## src/rtl/bar_xlate_pkg.sv

```systemverilog
package bar_xlate_pkg;
  localparam int ADDR_W  = 32;
  localparam int MAX_WIN = 3;
  localparam int IDX_W   = 2;

  // Replaced bits: from the MSB down to the first bit where base and high differ.
  function automatic logic [ADDR_W-1:0] keep_mask(input logic [ADDR_W-1:0] b,
                                                  input logic [ADDR_W-1:0] h);
    logic [ADDR_W-1:0] m;
    logic              done;
    m    = '0;
    done = 1'b0;
    for (int i = ADDR_W-1; i >= 0; i--) begin
      if (!done && (b[i] == h[i])) m[i] = 1'b1;
      else                         done = 1'b1;
    end
    return m;
  endfunction
endpackage

```

## src/rtl/bar_win_match.sv

```systemverilog
module bar_win_match
  import bar_xlate_pkg::*;
#(
  parameter logic [ADDR_W-1:0] BASE = '0,
  parameter logic [ADDR_W-1:0] HIGH = '1
) (
  input  logic [ADDR_W-1:0] addr,
  input  logic [ADDR_W-1:0] prefix,
  output logic              hit,
  output logic [ADDR_W-1:0] xaddr
);
  localparam logic [ADDR_W-1:0] MASK = keep_mask(BASE, HIGH);

  always_comb begin
    hit   = (((addr ^ BASE) & MASK) == '0);
    xaddr = (prefix & MASK) | (addr & ~MASK);
  end
endmodule

```

## src/rtl/bar_prefix_regs.sv

```systemverilog
module bar_prefix_regs
  import bar_xlate_pkg::*;
#(
  parameter int                          NWIN    = 3,
  parameter bit                          USE_REG = 1'b1,
  parameter logic [MAX_WIN*ADDR_W-1:0]   INIT    = '0
) (
  input  logic                        clk,
  input  logic                        rst,
  input  logic                        wr_en,
  input  logic [IDX_W-1:0]            wr_idx,
  input  logic [ADDR_W-1:0]           wr_data,
  output logic [MAX_WIN*ADDR_W-1:0]   prefix
);
  for (genvar w = 0; w < MAX_WIN; w++) begin : g_win
    if (USE_REG && (w < NWIN)) begin : g_reg
      logic [ADDR_W-1:0] q;
      always_ff @(posedge clk) begin
        if (rst)                                 q <= INIT[w*ADDR_W +: ADDR_W];
        else if (wr_en && (wr_idx == IDX_W'(w))) q <= wr_data;
      end
      assign prefix[w*ADDR_W +: ADDR_W] = q;
    end else begin : g_fix
      assign prefix[w*ADDR_W +: ADDR_W] = INIT[w*ADDR_W +: ADDR_W];
    end
  end
endmodule

```

## src/rtl/bar_pick.sv

```systemverilog
module bar_pick
  import bar_xlate_pkg::*;
(
  input  logic [MAX_WIN-1:0]        hits,
  input  logic [MAX_WIN*ADDR_W-1:0] xaddrs,
  output logic                      any,
  output logic [IDX_W-1:0]          idx,
  output logic [ADDR_W-1:0]         addr
);
  always_comb begin
    any  = 1'b0;
    idx  = '0;
    addr = '0;
    for (int w = MAX_WIN-1; w >= 0; w--) begin
      if (hits[w]) begin
        any  = 1'b1;
        idx  = IDX_W'(w);
        addr = xaddrs[w*ADDR_W +: ADDR_W];
      end
    end
  end
endmodule

```

## src/rtl/bar_xlate.sv

```systemverilog
module bar_xlate
  import bar_xlate_pkg::*;
#(
  parameter int                        NUM_LOC    = 3,
  parameter int                        NUM_PCI    = 2,
  parameter bit                        USE_REG    = 1'b1,
  parameter logic [MAX_WIN*ADDR_W-1:0] LOC_BASE   = {32'h4000_0000, 32'h4000_0000, 32'hABCD_E000},
  parameter logic [MAX_WIN*ADDR_W-1:0] LOC_HIGH   = {32'h4FFF_FFFF, 32'h4000_0FFF, 32'hABCD_FFFF},
  parameter logic [MAX_WIN*ADDR_W-1:0] LOC_PREFIX = {32'h9000_0000, 32'h1234_5000, 32'h0000_0000},
  parameter logic [MAX_WIN-1:0]        LOC_MEM    = 3'b010,
  parameter logic [MAX_WIN*ADDR_W-1:0] PCI_BASE   = {32'h5500_0000, 32'h0000_0000, 32'h1200_0000},
  parameter logic [MAX_WIN*ADDR_W-1:0] PCI_HIGH   = {32'h55FF_FFFF, 32'h0000_FFFF, 32'h12FF_FFFF},
  parameter logic [MAX_WIN*ADDR_W-1:0] PCI_PREFIX = {32'h7700_0000, 32'h2000_0000, 32'hFE00_0000},
  parameter logic [MAX_WIN-1:0]        PCI_MEM    = 3'b101
) (
  input  logic              clk,
  input  logic              rst,
  input  logic              in_valid,
  input  logic              in_dir,
  input  logic [31:0]       in_addr,
  input  logic              wr_en,
  input  logic [1:0]        wr_idx,
  input  logic [31:0]       wr_data,
  output logic              out_valid,
  output logic              out_hit,
  output logic [1:0]        out_idx,
  output logic              out_mem,
  output logic [31:0]       out_addr
);
  logic [MAX_WIN*ADDR_W-1:0] loc_prefix;
  logic [MAX_WIN-1:0]        loc_hits, pci_hits;
  logic [MAX_WIN*ADDR_W-1:0] loc_x, pci_x;
  logic                      loc_any, pci_any;
  logic [IDX_W-1:0]          loc_idx, pci_idx;
  logic [ADDR_W-1:0]         loc_addr, pci_addr;

  bar_prefix_regs #(.NWIN(NUM_LOC), .USE_REG(USE_REG), .INIT(LOC_PREFIX)) u_regs (
    .clk(clk), .rst(rst), .wr_en(wr_en), .wr_idx(wr_idx), .wr_data(wr_data),
    .prefix(loc_prefix)
  );

  for (genvar w = 0; w < MAX_WIN; w++) begin : g_w
    if (w < NUM_LOC) begin : g_loc
      bar_win_match #(.BASE(LOC_BASE[w*ADDR_W +: ADDR_W]),
                      .HIGH(LOC_HIGH[w*ADDR_W +: ADDR_W])) u_m (
        .addr(in_addr), .prefix(loc_prefix[w*ADDR_W +: ADDR_W]),
        .hit(loc_hits[w]), .xaddr(loc_x[w*ADDR_W +: ADDR_W])
      );
    end else begin : g_loc_off
      assign loc_hits[w]               = 1'b0;
      assign loc_x[w*ADDR_W +: ADDR_W] = '0;
    end
    if (w < NUM_PCI) begin : g_pci
      bar_win_match #(.BASE(PCI_BASE[w*ADDR_W +: ADDR_W]),
                      .HIGH(PCI_HIGH[w*ADDR_W +: ADDR_W])) u_m (
        .addr(in_addr), .prefix(PCI_PREFIX[w*ADDR_W +: ADDR_W]),
        .hit(pci_hits[w]), .xaddr(pci_x[w*ADDR_W +: ADDR_W])
      );
    end else begin : g_pci_off
      assign pci_hits[w]               = 1'b0;
      assign pci_x[w*ADDR_W +: ADDR_W] = '0;
    end
  end

  bar_pick u_pick_loc (.hits(loc_hits), .xaddrs(loc_x), .any(loc_any), .idx(loc_idx), .addr(loc_addr));
  bar_pick u_pick_pci (.hits(pci_hits), .xaddrs(pci_x), .any(pci_any), .idx(pci_idx), .addr(pci_addr));

  logic              sel_hit, sel_mem;
  logic [IDX_W-1:0]  sel_idx;
  logic [ADDR_W-1:0] sel_addr;

  always_comb begin
    sel_hit  = in_dir ? pci_any  : loc_any;
    sel_idx  = in_dir ? pci_idx  : loc_idx;
    sel_addr = in_dir ? pci_addr : loc_addr;
    sel_mem  = in_dir ? PCI_MEM[sel_idx] : LOC_MEM[sel_idx];
    if (sel_mem) sel_addr[1:0] = 2'b00;
  end

  always_ff @(posedge clk) begin
    if (rst) begin
      out_valid <= 1'b0;
      out_hit   <= 1'b0;
      out_idx   <= '0;
      out_mem   <= 1'b0;
      out_addr  <= '0;
    end else begin
      out_valid <= in_valid;
      out_hit   <= in_valid && sel_hit;
      out_idx   <= (in_valid && sel_hit) ? sel_idx : '0;
      out_mem   <= in_valid && sel_hit && sel_mem;
      out_addr  <= sel_addr;
    end
  end
endmodule

```

## config.mk

```make
export PLATFORM = sky130hd
export DESIGN_NAME = bar_xlate
export DESIGN_NICKNAME = d
export VERILOG_FILES = /design/src/rtl/bar_xlate_pkg.sv /design/src/rtl/bar_win_match.sv /design/src/rtl/bar_prefix_regs.sv /design/src/rtl/bar_pick.sv /design/src/rtl/bar_xlate.sv
export SDC_FILE = /design/constraint.sdc
export NUM_CORES = 1
export LEC_CHECK = 0
export BUFFER_PORTS_ARGS = -buffer_cell sky130_fd_sc_hd__buf_4
export CAP_MARGIN = 20
export CORE_MARGIN = 10
export CORE_UTILIZATION = 53
export CTS_CLUSTER_SIZE = 12
export DETAILED_ROUTE_END_ITERATION = 6
export GPL_ROUTABILITY_DRIVEN = 0
export GPL_TIMING_DRIVEN = 0
export PLACE_DENSITY = 0.87
export SLEW_MARGIN = 20
export SYNTH_ARGS = -nofsm -noshare
export SYNTH_HDL_FRONTEND = slang
export SYNTH_SLANG_ARGS = --single-unit
```

## constraint.sdc

```tcl
create_clock -name clk -period 3.21 [get_ports clk]
set_clock_uncertainty 0.15 [all_clocks]
set_input_delay 0.4815 -clock clk [delete_from_list [all_inputs] [get_ports clk]]
set_output_delay 0.4815 -clock clk [all_outputs]
set_load 0.01 [all_outputs]
```

# Word-level counts from Yosys, hierarchy flattened
# Cells that the tools add are included.
totals:
  out_inout_bits: 37
  wordCells: 55
  inputBits: 71
  register_bits: 133
classes:
  order_cmp: 1
  eq_ne: 2
  n_mux: 23
  bitwise_logic: 7
  reduce_logical: 13
op_table:
  columns: ["cell", "count"]
  rows:
  - ["32-bit logical NOT", 5]
  - ["32-bit 2-to-1 mux", 5]
  - ["32-bit by 12-bit OR with 32-bit output", 1]
  - ["32-bit by 13-bit OR with 32-bit output", 1]
  - ["32-bit by 28-bit OR with 32-bit output", 1]
  - ["30-bit 2-to-1 mux", 1]
  - ["13-bit inverter", 1]
  - ["1-bit 2-to-1 mux", 11]
  - ["2-bit 2-to-1 mux", 4]
  - ["1-bit logical AND", 5]
  - ["1-bit binary-select mux with 2-bit select", 2]
  - ["2-bit OR reduction", 2]
  - ["2-bit by 3-bit < comparator with 1-bit output, second input constant", 1]
  - ["2-bit by 1-bit equality test with 1-bit output, second input constant", 1]
  - ["2-bit equality test, second input constant", 1]
  - ["2-bit logical NOT", 1]
  - ["1-bit inverter", 2]
  - ["2-bit inverter", 1]

# Logic depth before layout (Yosys ltp)
# Gate-level depths: netlist (run 1).
logic_depth:
  word_depth: 10
  depth_mapped: 7
  ltp_nobuf: 5

# Hierarchy
# Synthesis (run 1) repeated with hierarchy kept, for this count alone.
unflattened:
  cells_unflattened: 965
  area_unflattened_um2: 9078.7
by_module_without_submodules:
  columns: ["mod", "area_each_um2", "cells_per_inst", "n_inst"]
  rows:
  - ["bar_prefix_regs", 3878.7, 359, 1]
  - ["bar_pick", 1221.2, 149, 2]
  - ["bar_xlate", 1361.3, 124, 1]
  - ["bar_win_match (g_w[1].g_loc.u_m)", 305.3, 40, 1]
  - ["bar_win_match (g_w[0].g_loc.u_m)", 299.0, 39, 1]
  - ["bar_win_match (g_w[1].g_pci.u_m)", 274.0, 37, 1]
  - ["bar_win_match (g_w[0].g_pci.u_m)", 262.8, 35, 1]
  - ["bar_win_match (g_w[2].g_loc.u_m)", 255.2, 33, 1]

# Worst setup path before layout (run 1)
# OpenSTA, ideal clock, no wires.
synth_timing:
  path_type: "input -> register"
  start: "input port in_addr[12]"
  end: "register out_addr[16]"
  n_path_buf: 0
  setup_slack_ns: 1.264
  t_arrival_ns: 1.674
  path_stages: 5
  cell_sequence: "or3_4 > or2_4 > nor2_2 > o21ai_2 > a221o_1"
synth_between:
  elab_chain_cells: 4
synth_rtl:
  columns: ["item", "line_no", "source"]
  rows:
  - ["from (decl)", "bar_xlate.sv:20", "input logic [31:0] in_addr,"]
  - ["32-bit logical NOT", "bar_win_match.sv:15", "hit = (((addr ^ BASE) & MASK) == '0);"]
  - ["32-bit 2-to-1 mux (2 in series)", "bar_pick.sv:15", "if (hits[w]) begin"]
  - ["32-bit 2-to-1 mux", "bar_xlate.sv:75", "sel_addr = in_dir ? pci_addr : loc_addr;"]
  - ["to (signal assigned)", "bar_xlate.sv:92", "out_addr <= sel_addr;"]
  - ["to (decl)", "bar_xlate.sv:28", "output logic [31:0] out_addr"]
# Every way passes these cells.
# A chain may end at the register's enable or synchronous reset.

# Final worst setup path (run 1)
layout_timing:
  start: "input port in_addr[16]"
  end: "register out_addr[6]"
layout_between:
  elab_chain_cells: 4
layout_rtl:
  columns: ["item", "line_no"]
  rows:
  - ["32-bit logical NOT / 13-bit inverter (equally long branches)", null]
  - ["32-bit 2-to-1 mux, or another cell as far along", "bar_pick.sv:15"]
  - ["32-bit 2-to-1 mux", "bar_pick.sv:15"]
  - ["32-bit 2-to-1 mux (*)", "bar_xlate.sv:75"]
# Every way passes the cells marked *; elsewhere a longest branch is shown, timed or not.

==> results of run 1 <==
## registers in the layout (all words and copies together), names as in the netlist
register              flops
out_idx                   2
out_mem                   1
out_valid                 1
u_regs.g_win.g_reg.q     43
out_hit                   1
out_addr                 32
## layout by cell type (no fill, tap or decap), types with 3 or more instances in the layout
master and instances:
and2_1 20, nor3_1 7, or3_1 3, nand2_1 90
nand3_1 15, inv_1 3, nand3b_1 3, dfxtp_1 80
buf_2 3, clkbuf_1 11, clkbuf_8 10, nor2_1 9
a221o_1 8, nand4_1 4, a21oi_1 41, mux2i_1 5
buf_4 95, a22oi_1 7
## layer usage
layer  vias up  track usage, %  routed length, µm
met2       191            29.9               4270
met4         0            9.02                257
li1       1422               -                  -
met1      1346            22.9               3870
met5         -               0                  0
met3        27            6.25                792
## worst max-delay path: cells and delay by family
family / cells / cell delay (ps)
compound gates: 2 / 650
buf+inv: 1 / 130
simple gates: 3 / 900
## power by group through the flow
stage / Combinational, µW / Sequential [µW] / Clock (µW)
final: 190 / 1030 / 811
after global routing: 208 / 1030 / 850
after CTS: 188 / 1030 / 814
after detailed placement: 186 / 1060 / 0
after global placement: 182 / 1050 / 0
after floorplan: 73.1 / 1060 / 0
## synth_stat cells, types with 2 or more instances
library cell,instances
nand2_1,90
dfxtp_1,80
a21oi_1,41
and2_1,20
nand3_1,15
nor2_1,9
a221o_1,8
clkbuf_1,8
a22oi_1,7
nor3_1,7
mux2i_1,5
nand4_1,4
buf_2,3
inv_1,3
nand3b_1,3
or3_1,3
a32oi_1,2
buf_1,2
nor4_4,2
o211ai_1,2
o21ai_0,2
## cell type report
cell class,instances,area (µm²),area share [%]
clock buffer,13,149,3.61
clock inverter,3,65.1,1.58
timing repair buffer,94,706,17.1
inverter,4,15.0,0.364
tap,72,90.1,2.18
multi-input combinational,248,1420,34.5
sequential,80,1600,38.8
buffer,16,76.3,1.85
## through the flow
stage,utilization (%),std cells
after floorplan,-,348
after global placement,69.8,514
after detailed placement,69.8,514
after CTS,73.6,530
after global routing,73.6,530
final,73.6,530
## cell families (layout without fill, tap and decap cells)
logic type,Yosys count,in the layout
AOI/OAI and AO/OA,71,71
muxes,5,5
DFF,80,80
buffers and inverters,20,130
and+or+nand+nor,172,172
## worst max path at each step
stage / start / endpoint / slack (ps) / depth (start not counted)
6_report: in_addr[16] / out_addr[6]$_SDFF_PP0_ / 1190 / 6
4_1_cts: in_addr[16] / out_addr[9]$_SDFF_PP0_ / 1200 / 6
5_1_grt: in_addr[16] / out_addr[6]$_SDFF_PP0_ / 1050 / 6
2_1_floorplan: in_addr[12] / out_addr[16]$_SDFF_PP0_ / 1260 / 5
3_3_place_gp: in_addr[17] / out_addr[24]$_SDFF_PP0_ / 890 / 7
3_5_place_dp: in_addr[17] / out_addr[24]$_SDFF_PP0_ / 860 / 7
==> results.tsv, run 1 <==
metric	value	unit
leakage	0.00177	µW
ANT cells	0	
detailed placer's ending HPWL	6.75	mm
clk buf depth	2	
Final WS setup	1190	ps
Main synth FF type	dfxtp_1	
outcome	complete, no violations	
Simple-Gate Fraction of Synth Area	28.9	%
power consumption	2030	µW
Initial DRC Count	225	
Post-CTS Setup Bufs	0	
Sw Ratio	22.9	%
Area Growth Syn to Fin	32.4	%
fmax	495	MHz
share of layout cells above drive strength 1	28.4	%
gr usage total	19.0	%
worst slack, placed	857	ps
post-route clock period utilization	62.9	%
XOR/XNOR Fraction of Synth Area	0	%
pwr dens	493	nW/µm²
post_cts resized	0	
Min-Delay Endpoint	out_addr[0]$_SDFF_PP0_	
r2r endpoint	out_addr[22]$_SDFF_PP0_	
Post-synth EDFFs	0	
Worst Path Max Fanout	10	
post-route ant nets	0	
DR pass1 iterations	4	
reg2reg start	u_regs.g_win[0].g_reg.q[22]$_SDFFE_PP0P_	
post-synthesis cell type count	53	
Sequential Power Share	50.8	%
proportion of synthesized area in mux cells	1.61	%
relative slew slack	53.0	%
clock root cell	clkbuf_8	
Mapped Cells	348	
hold crit path type	primary input to register	
sequential share of the synthesized area	51.4	%
P_int	1570	µW
via count	2986	
Hold Path Depth	2	
CP Capture Type	register	
full die area	9350	µm²
Worst Tran Pin Value	702	ps
setup_tns	0	ps
initial antenna violation count	0	
TritonCTS clock tree	built	
Slowest-stage cell, CP	a31oi_2	
Die X	96.7	µm
Net Switching	465	µW
Clock transition at path regs	80	ps
worst hold start	in_addr[0]	
power share of the clock group	39.9	%
Hold Fails Final Rpt	0	
average size of a mapped cell	8.96	µm²
DR DRC count	0	
Yosys warnings	0	
Area contributors post-synth	dfxtp_1 51%, nand2_1 11%, a21oi_1 6.6%	
fillers	451	
Async S/R FF share, synth	0	%
worst hold slack	166	ps
Starting Density	55.6	%
R2R cell count	2	
RSZ-0062 raised after global routing	false	
vias in the first global route	2967	
max-cap violations	0	
Worst-Skew Late Latency	360	ps
Synth Area in Adders	0	%
Yosys reg bits	80	
Arr. time, crit path	2170	ps
Hold Buf Count CTS	0	
first-pass GRT wire length	14.7	mm
critical path type	primary input to register	
DR vias/cell	5.63	
Core Region	5610	µm²
top cell type by total area after synthesis	dfxtp_1	
largest stage delay on the critical path	430	ps
CTS buffer count	9	
CTS HTree Levels	3	
Port Buf Inserts	94	
Final Setup Violations	0	
combinational share of power	9.4	%
post-synthesis compound-gate area fraction	15.2	%
Final Critical Period	2020	ps
total grt overflow	0	
Post-Route WL	9.19	mm
I/O pin cnt	108	
die span in y	96.7	µm
post-synth top area share	51.4	%
r2r setup slk	2220	ps
placed cell areas	3910	µm²
Sink Count	80	
num rows	27	
Layout Nets	524	
Worst EP required	3360	ps
crit-path cells	buf_4 -> nor3_1 -> and4_1 -> a21oi_1 -> a31oi_2 -> and2_1	
kind of start point of the critical path	primary input	
Slew Limit Fails	0	
per-cell routed wire length	17.3	µm
Syn Nets	419	
largest net degree at the start of global routing	13	
largest family of logic cells by synthesized area	simple AND/OR/NAND/NOR gates	
Max IR drop VDD	0.277	mV
final instance area	4130	µm²
Mapped Area	3120	µm²
Power figures use the tool's default switching activity.
==> run 2: changes to the inputs <==
--- a/config.mk
+++ b/config.mk
@@ -8,12 +8,12 @@
 export BUFFER_PORTS_ARGS = -buffer_cell sky130_fd_sc_hd__buf_4
 export CAP_MARGIN = 20
 export CORE_MARGIN = 10
-export CORE_UTILIZATION = 53
+export CORE_UTILIZATION = 49
 export CTS_CLUSTER_SIZE = 12
 export DETAILED_ROUTE_END_ITERATION = 6
 export GPL_ROUTABILITY_DRIVEN = 0
 export GPL_TIMING_DRIVEN = 0
-export PLACE_DENSITY = 0.87
+export PLACE_DENSITY = 0.81
 export SLEW_MARGIN = 20
 export SYNTH_ARGS = -nofsm -noshare
 export SYNTH_HDL_FRONTEND = slang
==> constraint.sdc (replaced) <==
create_clock -name clk -period 1.95 [get_ports clk]
set_clock_uncertainty 0.15 [all_clocks]
set_input_delay 0.2925 -clock clk [delete_from_list [all_inputs] [get_ports clk]]
set_output_delay 0.2925 -clock clk [all_outputs]
set_load 0.01 [all_outputs]
==> results.tsv, run 2 (synthesis gave the netlist of run 1 again) <==
metric	value	unit	change
CTS buffer count	9		unchanged
vias in the first global route	2949		-0.61%
registers with the most flip-flops	u_regs.g_win.g_reg.q x43, out_addr x32, out_idx x2		
Slew Limit Fails	0		unchanged
post-route clock period utilization	94.4	%	
share of layout cells above drive strength 1	28.2	%	-0.21 points
post-route ant nets	0		unchanged
DR pass1 iterations	5		+1
max reg flops	43		unchanged
die span in y	99.8	µm	+3.2%
Sink Count	80		unchanged
largest stage delay on the critical path	400	ps	-30 ps
Final Critical Period	1840	ps	
CP Capture Type	register		
largest net degree at the start of global routing	14		+1
Hold Fails Final Rpt	0		unchanged
gr usage total	18.8	%	-0.22 points
critical path type	primary input to register		
Port Buf Inserts	94		unchanged
hold crit path type	primary input to register		
crit-path cells	buf_4 -> nor3_1 -> nand4_4 -> nor3_4 -> buf_4 -> a22oi_1 -> o21ai_0		
clock root cell	clkbuf_8		
Initial DRC Count	194		-14%
Net Switching	776	µW	+67%
Worst EP required	2080	ps	-1280 ps
full die area	9950	µm²	+6.5%
detailed placer's ending HPWL	6.74	mm	-0.10%
CTS HTree Levels	3		unchanged
Layout Nets	538		+2.7%
Area Growth Syn to Fin	37.2	%	
Worst Tran Pin Value	683	ps	-19.0 ps
Final Setup Violations	0		unchanged
max-cap violations	0		unchanged
power share of the clock group	39.7	%	-0.2 points
via count	3067		+2.7%
Arr. time, crit path	1970	ps	-200 ps
num rows	28		+3.7%
P_int	2590	µW	+65%
Sequential Power Share	50.4	%	-0.4 points
Post-CTS Setup Bufs	0		unchanged
post_cts resized	0		unchanged
fmax	543	MHz	
ANT cells	0		unchanged
DR DRC count	0		unchanged
final core utilization	70.6	%	-3.0 points
RSZ-0062 raised after global routing	false		
first-pass GRT wire length	15.2	mm	+2.8%
power consumption	3370	µW	+66%
Core Region	6060	µm²	+8.1%
Sw Ratio	23.0	%	+0.17 points
CP dominant cell by count	buf_4		
kind of start point of the critical path	primary input		
Die X	99.8	µm	+3.2%
relative slew slack	54.3	%	+1.3 points
Max IR drop VDD	0.408	mV	+47%
Worst-Skew Late Latency	350	ps	about the same
Most flops, register	u_regs.g_win.g_reg.q		
Worst Path Max Fanout	10		unchanged
outcome	complete, no violations		
leakage	0.00183	µW	+3.6%
Starting Density	51.4	%	-4.2 points
total grt overflow	0		unchanged
Clock transition at path regs	80	ps	about the same
DR vias/cell	5.61		-0.48%
Hold Path Depth	3		+1
commonest non-fill, non-tap cell in the layout	buf_4		
R2R cell count	2		unchanged
pwr dens	788	nW/µm²	+60%
Slowest-stage cell, CP	nor3_1		
TritonCTS clock tree	built		
commonest cells after routing, fill and taps aside	95 x buf_4, 90 x nand2_1, 80 x dfxtp_1		
I/O pin cnt	108		unchanged
combinational share of power	9.9	%	+0.5 points
initial antenna violation count	0		unchanged
clk buf depth	2		unchanged
Post-Route WL	9.34	mm	+1.7%
per-cell routed wire length	17.1	µm	-1.5%
-- run 2: cell count changes in the layout (fill, tap and decap cells not counted) --
cell / change
clkinvlp_4: +1
dlygate4sd3_1: +14
clkinv_2: +2
clkbuf_1: -3
-- run 2: layer usage --
| layer | up-vias | share of wire, % | wire (µm) | global-route usage [%] |
|---|---|---|---|---|
| li1 | 1460 | - | - | - |
| met1 | 1419 | 43 | 3970 | 23.3 |
| met2 | 171 | 46 | 4320 | 29.4 |
| met3 | 17 | 9.3 | 864 | 5.81 |
| met4 | 0 | 2.0 | 185 | 7.94 |
| met5 | - | 0 | 0 | 0 |
-- run 2: area by class of cell --
cell class,count,area (µm²)
tap,75,93.8
multi-input combinational,248,1420
buffer,16,76.3
inverter,4,15.0
clock inverter,6,82.6
clock buffer,10,138
timing repair buffer,108,846
fill,484,1780
sequential,80,1600
-- run 2: per-stage QoR --
| step | hold slack [ps] | TNS [ps] | instance area [µm²] | cells | setup slack [ps] |
|---|---|---|---|---|---|
| final | 12.6 | 0 | 4280 | 547 | 109 |
| after global routing | 14.9 | 0 | 4280 | 547 | 21.5 |
| after CTS | 3.07 | 0 | 4270 | 546 | 144 |
| after detailed placement | 292 | -5450 | 3920 | 517 | -228 |
| after global placement | 288 | -3630 | 3920 | 517 | -177 |
| after floorplan | 264 | 0 | 3120 | 348 | 193 |
-- run 2: power by group through the flow --
stage / clock (µW) / sequential, µW / combinational, µW
floorplan: 0 / 1740 / 120
global placement: 0 / 1730 / 301
detailed placement: 0 / 1740 / 306
CTS: 1350 / 1700 / 329
global route: 1420 / 1700 / 363
finish: 1340 / 1700 / 334
-- run 2: path summary, 6_finish.rpt --
path / startpoint / to / slack [ps]
hold reg to reg: u_regs.g_win[0].g_reg.q[16]$_SDFFE_PP0P_ / u_regs.g_win[0].g_reg.q[16]$_SDFFE_PP0P_ / 300
setup reg to reg: u_regs.g_win[0].g_reg.q[21]$_SDFFE_PP0P_ / out_addr[21]$_SDFF_PP0_ / 930
hold / removal: wr_data[25] / u_regs.g_win[1].g_reg.q[25]$_SDFFE_PP1P_ / 10
setup / recovery: in_addr[17] / out_addr[24]$_SDFF_PP0_ / 110
-- run 2: timing repair --
action | CTS | global route
hold endpoints to repair | 13 | 1
setup endpoints to repair | 0 | 0
hold buffers | 13 | 1
-- run 2: worst max-delay path: cells and delay by family --
family          cells  cell delay, ps
compound gates      2             220
simple gates        3            1080
buf+inv             2             370
==> run 3: changes to the inputs <==
--- a/config.mk
+++ b/config.mk
@@ -13,7 +13,7 @@
 export DETAILED_ROUTE_END_ITERATION = 6
 export GPL_ROUTABILITY_DRIVEN = 0
 export GPL_TIMING_DRIVEN = 0
-export PLACE_DENSITY = 0.81
+export PLACE_DENSITY = 0.78
 export SLEW_MARGIN = 20
 export SYNTH_ARGS = -nofsm -noshare
 export SYNTH_HDL_FRONTEND = slang
==> results.tsv, run 3 (synthesis gave the netlist of run 1 again) <==
metric	value	unit	change
CP Capture Type	register		
max-cap violations	0		unchanged
Layout Nets	536		-0.37%
num rows	28		unchanged
met3 Usage GRT	5.88	%	+0.069 points
Die X	99.8	µm	unchanged
Hold Fails Final Rpt	0		unchanged
kind of start point of the critical path	primary input		
gr usage total	18.4	%	-0.36 points
combinational share of power	10.7	%	+0.8 points
Starting Density	51.4	%	unchanged
Net Switching	793	µW	+2.1%
Area Growth Syn to Fin	35.5	%	
hold crit path type	primary input to register		
GR peak layer	met2		
P_int	2330	µW	-10%
max reg flops	43		unchanged
GR Util met2	31.2	%	+1.7 points
per-cell routed wire length	17.5	µm	+2.6%
registers with the most flip-flops	u_regs.g_win.g_reg.q x43, out_addr x32, out_idx x2		
CTS HTree Levels	3		unchanged
share of layout cells above drive strength 1	28.5	%	+0.33 points
commonest cells after routing, fill and taps aside	95 x buf_4, 90 x nand2_1, 80 x dfxtp_1		
GR Util met1	21.8	%	-1.5 points
crit-path cells	buf_4 -> nor3_1 -> nand4_4 -> nor3_4 -> buf_4 -> a22oi_1 -> o21ai_0		
initial antenna violation count	0		unchanged
largest stage delay on the critical path	400	ps	about the same
Sw Ratio	25.4	%	+2.3 points
Final Critical Period	1830	ps	-12.3 ps
Worst-Skew Late Latency	350	ps	about the same
vias in the first global route	3036		+3.0%
DR pass1 iterations	4		-1
I/O pin cnt	108		unchanged
Slew Limit Fails	0		unchanged
final core utilization	69.7	%	-0.89 points
Final Setup Violations	0		unchanged
leakage	0.00180	µW	-1.7%
die span in y	99.8	µm	unchanged
first-pass GRT wire length	15.0	mm	-0.77%
DR DRC count	0		unchanged
via count	3023		-1.4%
Port Buf Inserts	94		unchanged
CTS buffer count	9		unchanged
Most flops, register	u_regs.g_win.g_reg.q		
DR vias/cell	5.55		-1.1%
post-route clock period utilization	93.8	%	-0.63 points
RSZ-0062 raised after global routing	false		
Initial DRC Count	255		+31%
Slowest-stage cell, CP	nor3_4		
Max IR drop VDD	0.417	mV	+2.1%
critical path type	primary input to register		
outcome	complete, no violations		
total grt overflow	0		unchanged
pwr dens	739	nW/µm²	-6.1%
TritonCTS clock tree	built		
Post-Route WL	9.54	mm	+2.2%
Sequential Power Share	54.4	%	+4.0 points
worst slack, placed	-257	ps	-29.2 ps
power share of the clock group	34.9	%	-4.8 points
commonest non-fill, non-tap cell in the layout	buf_4		
detailed placer's ending HPWL	6.91	mm	+2.5%
Worst Path Max Fanout	10		unchanged
Arr. time, crit path	1950	ps	-20 ps
clock root cell	clkbuf_8		
Core Region	6060	µm²	unchanged
Clock transition at path regs	80	ps	about the same
full die area	9950	µm²	unchanged
clk buf depth	2		unchanged
Final WS setup	121	ps	+12.3 ps
fmax	547	MHz	+0.67%
power consumption	3120	µW	-7.3%
CP dominant cell by count	buf_4		
relative slew slack	52.4	%	-1.9 points
Worst Tran Pin Value	714	ps	+31.8 ps
Sink Count	80		unchanged
post-route ant nets	0		unchanged
Worst EP required	2070	ps	about the same
ANT cells	0		unchanged
largest net degree at the start of global routing	14		unchanged
-- run 3: changes by cell type in the layout (fill, tap and decap cells not counted) --
cell,change
clkinvlp_4,+1
dlygate4sd3_1,-2
nor3_1,-1
bufinv_16,-2
nor3_2,+1
a31oi_2,-1
clkinv_2,+1
a31oi_4,+1
-- run 3: area by class of cell --
class,instances,area (µm²)
timing repair buffer,106,826
sequential,80,1600
inverter,4,15.0
clock inverter,6,35.0
buffer,16,76.3
clock buffer,10,138
tap,75,93.8
fill,493,1840
multi-input combinational,248,1440
-- run 3: final timing paths --
kind | end | cells past startpoint | start | slack, ps
min | u_regs.g_win[1].g_reg.q[18]$_SDFFE_PP1P_ | 3 | wr_data[18] | 20
max reg2reg | out_addr[24]$_SDFF_PP0_ | 2 | u_regs.g_win[1].g_reg.q[24]$_SDFFE_PP0P_ | 940
min reg2reg | u_regs.g_win[0].g_reg.q[19]$_SDFFE_PP0P_ | 2 | u_regs.g_win[0].g_reg.q[19]$_SDFFE_PP0P_ | 300
max | out_addr[24]$_SDFF_PP0_ | 7 | in_addr[16] | 120
-- run 3: through the flow --
stage	setup TNS, ps	instances	area [µm²]	hold WS, ps
2_1_floorplan	0	348	3120	264
3_3_place_gp	-4120	517	3920	288
3_5_place_dp	-5750	517	3920	297
4_1_cts	0	545	4210	8.03
5_1_grt	0	545	4220	19.3
6_report	0	545	4220	17.2
-- run 3: worst max-delay path, delay by kind of cell --
family | cells | cell delay (ps)
simple gates | 3 | 1050
compound gates | 2 | 240
buf+inv | 2 | 380
-- run 3: repair_timing --
| action | 4_1_cts | 5_1_grt |
|---|---|---|
| setup endpoints to repair | 0 | 3 |
| setup buffers | 0 | 0 |
| resized for setup | 0 | 2 |
| hold buffers | 12 | 0 |
| hold endpoints to repair | 12 | 0 |
-- run 3: power groups by stage --
| stage | registers, µW | clock network (µW) | logic, µW |
|---|---|---|---|
| 2_1_floorplan | 1740 | 0 | 120 |
| 6_report | 1700 | 1090 | 334 |
| 4_1_cts | 1700 | 1090 | 330 |
| 5_1_grt | 1700 | 1180 | 366 |
| 3_3_place_gp | 1740 | 0 | 304 |
| 3_5_place_dp | 1740 | 0 | 309 |
-- run 3: per-layer routing --
| metal | part of all wire (%) | vias up |
|---|---|---|
| li1 | - | 1451 |
| met1 | 41 | 1423 |
| met2 | 48 | 138 |
| met3 | 10 | 11 |
| met4 | 1.0 | 0 |
| met5 | 0 | - |
